[src/rtl/periph_bridge.sv]
module periph_bridge #(
  parameter int ADDR_W    = 24,
  parameter int WIN_BITS  = 12,
  parameter logic [ADDR_W-1:0] WIN_BASE = 24'hFFF000,
  parameter int PHYS_BITS = 10,
  parameter int NUM_HALF  = 64,
  parameter int BYTE_REGS = 16
) (
  input  logic                   clk,
  input  logic                   rst_n,
  input  logic                   cpu_req,
  input  logic [ADDR_W-1:0]      cpu_addr,
  input  logic [1:0]             cpu_size,
  input  logic                   cpu_wr,
  input  logic                   cpu_fetch,
  input  logic [31:0]            cpu_wdata,
  output logic [31:0]            cpu_rdata,
  output logic                   cpu_ready,
  output logic                   cpu_err,
  output logic                   reg_en,
  output logic [PHYS_BITS-2:0]   reg_addr,
  output logic                   reg_we,
  output logic [1:0]             reg_be,
  output logic [15:0]            reg_wdata,
  input  logic [15:0]            reg_rdata
);
  localparam int IDX_W = PHYS_BITS - 1;

  typedef enum logic [1:0] {S_IDLE, S_FIRST, S_SECOND, S_DONE} st_t;

  st_t              st;
  logic [IDX_W-1:0] idx_q;
  logic [1:0]       size_q;
  logic             wr_q, err_q, f_def, f_nar;
  logic [31:0]      wdata_q;
  logic [15:0]      lo_q;

  function automatic logic [15:0] shape(input logic [15:0] d, input logic def, input logic nar);
    if (!def)     return 16'h0000;
    else if (nar) return {8'h00, d[7:0]};
    else          return d;
  endfunction

  wire hit     = cpu_addr[ADDR_W-1:WIN_BITS] == WIN_BASE[ADDR_W-1:WIN_BITS];
  wire is_word = size_q == 2'd2;
  wire cur_def = int'(idx_q) < NUM_HALF;
  wire cur_nar = (size_q == 2'd0) || (int'(idx_q) < BYTE_REGS);
  wire issuing = (st == S_FIRST) || (st == S_SECOND);
  wire [15:0] last_half = shape(reg_rdata, cur_def, cur_nar);

  assign reg_en    = issuing && cur_def;
  assign reg_addr  = idx_q;
  assign reg_we    = wr_q;
  assign reg_be    = cur_nar ? 2'b01 : 2'b11;
  assign reg_wdata = (st == S_SECOND) ? wdata_q[31:16] : wdata_q[15:0];

  assign cpu_ready = st == S_DONE;
  assign cpu_err   = (st == S_DONE) && err_q;
  assign cpu_rdata = (st != S_DONE || wr_q || err_q) ? 32'h0 :
                     is_word ? {last_half, lo_q} : {16'h0000, last_half};

  always_ff @(posedge clk) begin
    if (!rst_n) begin
      st      <= S_IDLE;
      idx_q   <= '0;
      size_q  <= 2'd0;
      wr_q    <= 1'b0;
      err_q   <= 1'b0;
      f_def   <= 1'b0;
      f_nar   <= 1'b0;
      wdata_q <= 32'h0;
      lo_q    <= 16'h0;
    end else begin
      case (st)
        S_IDLE: if (cpu_req && hit) begin
          idx_q   <= cpu_addr[PHYS_BITS-1:1];
          size_q  <= cpu_size;
          wr_q    <= cpu_wr;
          err_q   <= cpu_fetch;
          wdata_q <= cpu_wdata;
          st      <= cpu_fetch ? S_DONE : S_FIRST;
        end
        S_FIRST: begin
          f_def <= cur_def;
          f_nar <= cur_nar;
          if (is_word) begin
            idx_q <= idx_q + IDX_W'(1);
            st    <= S_SECOND;
          end else begin
            st <= S_DONE;
          end
        end
        S_SECOND: begin
          lo_q <= shape(reg_rdata, f_def, f_nar);
          st   <= S_DONE;
        end
        default: st <= S_IDLE;
      endcase
    end
  end

  a_r9_quiet_reset: assert property (@(posedge clk) $past(!rst_n) |-> !cpu_ready && !cpu_err && !reg_en);
  a_r6_ready_pulse: assert property (@(posedge clk) disable iff (!rst_n) cpu_ready |=> !cpu_ready);
  a_r7_err_no_access: assert property (@(posedge clk) disable iff (!rst_n)
    cpu_err |-> cpu_ready && !reg_en && !$past(reg_en));
  a_r5_second_next: assert property (@(posedge clk) disable iff (!rst_n)
    reg_en && $past(reg_en) |-> reg_addr == $past(reg_addr) + IDX_W'(1));
  a_r8_undef_silent: assert property (@(posedge clk) disable iff (!rst_n)
    reg_en |-> int'(reg_addr) < NUM_HALF);
  a_r4_byte_lane: assert property (@(posedge clk) disable iff (!rst_n)
    reg_en && int'(reg_addr) < BYTE_REGS |-> reg_be == 2'b01);
endmodule

[config.mk]
export PLATFORM = sky130hd
export DESIGN_NAME = periph_bridge
export DESIGN_NICKNAME = d
export VERILOG_FILES = /design/src/rtl/periph_bridge.sv
export SDC_FILE = /design/constraint.sdc
export NUM_CORES = 1
export LEC_CHECK = 0
export BUFFER_PORTS_ARGS = -buffer_cell sky130_fd_sc_hd__buf_2
export CORE_ASPECT_RATIO = 0.7
export CORE_MARGIN = 2
export CORE_UTILIZATION = 30
export DETAILED_ROUTE_END_ITERATION = 8
export GPL_TIMING_DRIVEN = 0
export PLACE_DENSITY = 0.52
export SYNTH_ARGS = -nofsm -noshare
export SYNTH_HDL_FRONTEND = slang
export SYNTH_SLANG_ARGS = --single-unit
[constraint.sdc]
create_clock -name clk -period 1.8 [get_ports clk]
set_input_delay 0.09 -clock clk [delete_from_list [all_inputs] [get_ports clk]]
set_output_delay 0.09 -clock clk [all_outputs]
set_load 0.01 [all_outputs]
# Yosys cells after proc, flatten, opt, wreduce, memory -nomap -nowiden
# Cells that the tools add are included.
# word_totals
ramBits	0
input_bits	79
elab_cells	47
rom_bits	0
memories	0
latch_bits	0
ff_bits	65
out_inout_bits	63
# op_classes
addsub	1
n_reduce_logical	12
n_eq_ne	8
div_mod_pow	0
magnitude_cmp	2
n_bitwise	0
mul	0
muxes	15
shifts	0
# ops
operator	count
16-bit two-way mux	5
32-bit two-way mux	2
9-bit two-way mux	2
9-bit one-hot mux with 2 select lines	1
12-bit == test, second input constant	1
9-bit by 1-bit adder with 9-bit output, second input constant	1
9-bit by 5-bit < comparator with 1-bit output, second input constant	1
9-bit by 7-bit < comparator with 1-bit output, second input constant	1
2-bit == test, second input constant	3
2-bit two-way mux	3
2-bit != test, second input constant	3
2-bit one-hot mux with 3 select lines	1
2-bit zero test	2
1-bit logical OR	4
1-bit logical AND	3
3-bit AND reduction	1
2-bit by 1-bit == test with 1-bit output, second input constant	1
2-bit AND reduction	1
2-bit nonzero test	1
1-bit two-way mux	1

# Longest topological paths before layout
# depth
depth_word	6
depth_mapped	8
mapped_depth_nobuf	7

# Least setup slack after synthesis
# No wires, ideal clock.
# synth_path
path_type	register to register
start	register st[1]
end	register idx_q[8], in the netlist reg_addr[8]
setup_ns	0.116
arrival_time_ns	1.464
t_required_ns	1.684
setup_slack_ns	0.219
stages_incl_launch_ff	7
path_cell_list	dfxtp_1 > inv_1 > ha_1 > nand2b_1 > a22oi_4 > a21oi_1 > a31o_2
# synth_between
elab_chain_cells	3
word_cells_on_any_way	7
classes_between	3 x eq/ne; 1 x mux; 3 x reduce/logical
# synth_rtl
item	line_no	rtl
start: declaration	31	st_t st;
start signal: assignment	81	st <= cpu_fetch ? S_DONE : S_FIRST;
2-bit by 1-bit == test with 1-bit output / 2-bit zero test (equally long branches)	74	case (st)
2-bit != test (no source line) / 2-bit nonzero test (equally long branches)	-	
3-bit AND reduction (no source line)	-	
end signal: assignment	76	idx_q <= cpu_addr[PHYS_BITS-1:1];
end signal: assignment	87	idx_q <= idx_q + IDX_W'(1);
end: declaration	32	logic [IDX_W-1:0] idx_q;
# Parallel ways exist; a longest one is shown, timed or not.
# A chain may end at the register's enable or synchronous reset.

# Worst setup path after layout
# layout_path
start	register idx_q[6], in the netlist reg_addr[6]
end	output port cpu_rdata[25]
# layout_between
elab_chain_cells	6
word_cells_on_any_way	7
classes_between	2 x order compare; 4 x mux; 1 x reduce/logical
# layout_rtl
item	line_no	rtl
9-bit by 5-bit < comparator with 1-bit output	47	wire cur_nar = (size_q == 2'd0) || (int'(idx_q) < BYTE_REGS);
1-bit logical OR	47	
16-bit two-way mux	40	else if (nar) return {8'h00, d[7:0]};
16-bit two-way mux (*)	39	if (!def) return 16'h0000;
32-bit two-way mux (*)	60	is_word ? {last_half, lo_q} : {16'h0000, last_half};
32-bit two-way mux (*)	59	assign cpu_rdata = (st != S_DONE || wr_q || err_q) ? 32'h0 :
end: declaration	17	output logic [31:0] cpu_rdata,
# Every way passes the cells marked *; elsewhere a longest branch is shown, timed or not.

==> results.json <==
{
  "coreArea_um2": 10500,
  "period_share_pct": 99.8,
  "synth.yosys.seq_area_share_pct": 39.6,
  "power.combinational.fraction_pct": 27.5,
  "postLayoutCoreUtil_pct": 47.6,
  "synth_flop_cell": "dfxtp_1",
  "number_of_drc_markers_after_the_initial_detailed_route_iteration": 123,
  "grt_max_degree": 12,
  "slew_violations": 0,
  "clock-sinks": 65,
  "postRouteAntennaNets": 0,
  "floorplan.initialDensity_pct": 31.2,
  "grt_pass1_wl_um": 16900,
  "seqPwrFrac_pct": 33.9,
  "synthCells": 413,
  "first_pass_iters": 4,
  "stdcell_count": 746,
  "status": "completed",
  "worstMarginPinSlew_ns": 0.551,
  "max_freq_mhz": 556,
  "worst_ep_required_time_ns": 1.71,
  "port_buffers": 137,
  "cap_viol_max_count": 0,
  "routed_length_on_met3_um": 760,
  "tritoncts": "built",
  "max_slew_margin_vs_limit_pct": 63.3,
  "die_y_um": 91.5,
  "post_drt_via_cell_ratio": 4.69,
  "number_of_synthesized_flops_with_an_enable_pin": 0,
  "final_hold_fails": 0,
  "top_level_ports": 142,
  "timing.final.setup_violations": 0,
  "dp.final_hpwl_um": 7680,
  "powerDensity_nw_per_um2": 955,
  "die_area_um2": 11800,
  "cts_buffers": 9,
  "power.internal_mw": 3.32,
  "yosys.area.top_type": "dfxtp_1",
  "start_kind": "flip-flop",
  "clkTransAtPathRegs_ns": 0.05,
  "highest-signal-layer": "met4",
  "synth.yosys.warnings": 0,
  "synthesis.area_um2": 3280,
  "wl_met2_um": 4470,
  "worst-setup-path-type": "reg -> out",
  "post-route-min-period_ns": 1.80,
  "power.switching_mw": 1.45,
  "postSynthAreaPerCell_um2": 7.95,
  "totalPowerFinal_mw": 4.77,
  "netSwitchingFraction_pct": 30.5,
  "placed_cells": 698,
  "vdd_ir_drop_max_uv": 458,
  "most_common_library_cell_in_the_layout_ignoring_fill_and_taps": "buf_2",
  "syn2layout_area_growth_pct": 52.2,
  "share_of_final_layout_standard_cells_stronger_than_drive_strength_1_pct": 35.8,
  "die_w_um": 129,
  "power.clock.fraction_pct": 38.6,
  "initial_antenna_violation_count": 0,
  "critPathArrivalTime_ns": 1.71,
  "clock-root-buffer": "clkbuf_16",
  "synth.ff_latch_count": 65,
  "mostFrequentLayoutCells": "buf_2, nand2_1, a21oi_1, dfxtp_1, dlygate4sd3_1",
  "placement_rows": 31,
  "grt_pass1_vias": 3439,
  "synth.area.top_cells": "dfxtp_1, nand2_1, a21oi_1, mux2_2, a22o_1",
  "route.detailed.wl_per_inst_um": 13.9,
  "async_set_reset_flop_share_out_of_synthesis_pct": 0,
  "global_route.overflow_total": 0,
  "tns_ns": 0,
  "antenna_cells": 0,
  "detail_route.wirelength.met1_um": 5060,
  "gpl.final_weighted_congestion": 0.847,
  "postSynthNetCount": 497,
  "worst_setup_end_kind": "output pin",
  "finalWirelength_um": 10400,
  "remaining_drc_errors": 0,
  "worst_hold_path_type": "in -> reg",
  "p_leak_nw": 2.19,
  "fin_hold_ws_ns": 0.00985,
  "clk_path_buf_depth": 2,
  "final.setup_skew_ns": 0.00467,
  "yosysTopAreaCellShare_pct": 39.6,
  "worst-path-max-fanout": 8,
  "ctsHtreeMaxLevel": 3,
  "num-nets-final": 678,
  "vias": 3502,
  "grt_use_total_pct": 18.1,
  "rsz0062_at_grt": "yes",
  "ys_types": 42,
  "clock_insertion_delay_worst_skew_ns": 0.33
}
[Yosys cell counts (all sizes together) (2+ instances only)]
master,count
nand4,6
dfxtp,65
nor3,4
and3,9
o21ai,8
nand2b,11
nand2,83
a21oi,61
a31oi,2
nor2b,12
nor3b,4
nand3,18
nor2,24
mux2,16
a22o,17
inv,4
ha,5
buf,11
a211oi,5
mux2i,3
and2,11
clkbuf,19
[final cells by class]
type / count / area (um2)
fillers: 1075 / 5510
clock buffers: 9 / 225
inverters: 5 / 21.3
well taps: 148 / 185
plain buffers: 29 / 210
multi-input cells: 313 / 1920
flip-flops and latches: 65 / 1310
repair buffers: 171 / 1040
clock inverters: 6 / 83.8
[metal layers]
layer,GRT usage [%],vias to the layer above
met2,27.4,109
met5,0,-
li1,-,1790
met3,5.72,11
met1,24.9,1592
met4,4.62,0
[metrics by stage]
| stage | setup slack (ns) | instance area (um2) |
|---|---|---|
| detailed placement | -0.234 | 4150 |
| finish | 0.00295 | 5000 |
| floorplan | 0.219 | 3280 |
| global route | -0.130 | 5000 |
| global placement | -0.211 | 4150 |
| CTS | -0.0243 | 4930 |
[registers in the layout, indices dropped and copies added, names as in the netlist]
register	cells
size_q	2
reg_addr	9
wdata_q	32
f_def	1
err_q	1
f_nar	1
st	2
reg_we	1
lo_q	16
[final timing paths]
check	endpoint	depth (start not counted)	slack [ns]	startpoint
hold / removal	wdata_q[4]	3	0.01	cpu_wdata[4]
hold reg to reg	wdata_q[19]	2	0.45	wdata_q[19]
setup / recovery	cpu_rdata[25]	5	0.003	reg_addr[6]
setup reg to reg	reg_addr[3]	7	0.13	st[1]
[power groups by stage]
stage	clock, mW	sequential, mW	combinational, mW
floorplan	0	1.61	0.674
global placement	0	1.61	1.04
detailed placement	0	1.62	1.05
CTS	1.88	1.60	1.21
global route	1.95	1.63	1.45
finish	1.84	1.62	1.31
[cell families after synthesis]
| kind of cell | synth area share, % |
|---|---|
| and+or+nand+nor | 27.1 |
| AOI/OAI and AO/OA | 19.3 |
| DFF | 39.6 |
| buffers and inverters | 5.53 |
| muxes | 6.40 |
| adders and majority gates | 1.91 |
| other | 0.114 |
[what timing repair did]
item                                   in CTS  in global routing
buffers inserted                            4                  1
pin swaps                                   5                  4
cloned                                      0                  0
resized for setup                          41                 18
hold buffers                               29                  0
endpoints found under the hold margin      29                  0
setup endpoints to repair                  50                 85
[critical path, cell delays in order, from the launching register on]
cell	delay (ns)
dfxtp_4	0.35
nor3_4	0.26
nand3_4	0.14
nor3_4	0.30
and2_1	0.21
buf_6	0.12
Power figures use the tool's default switching activity.
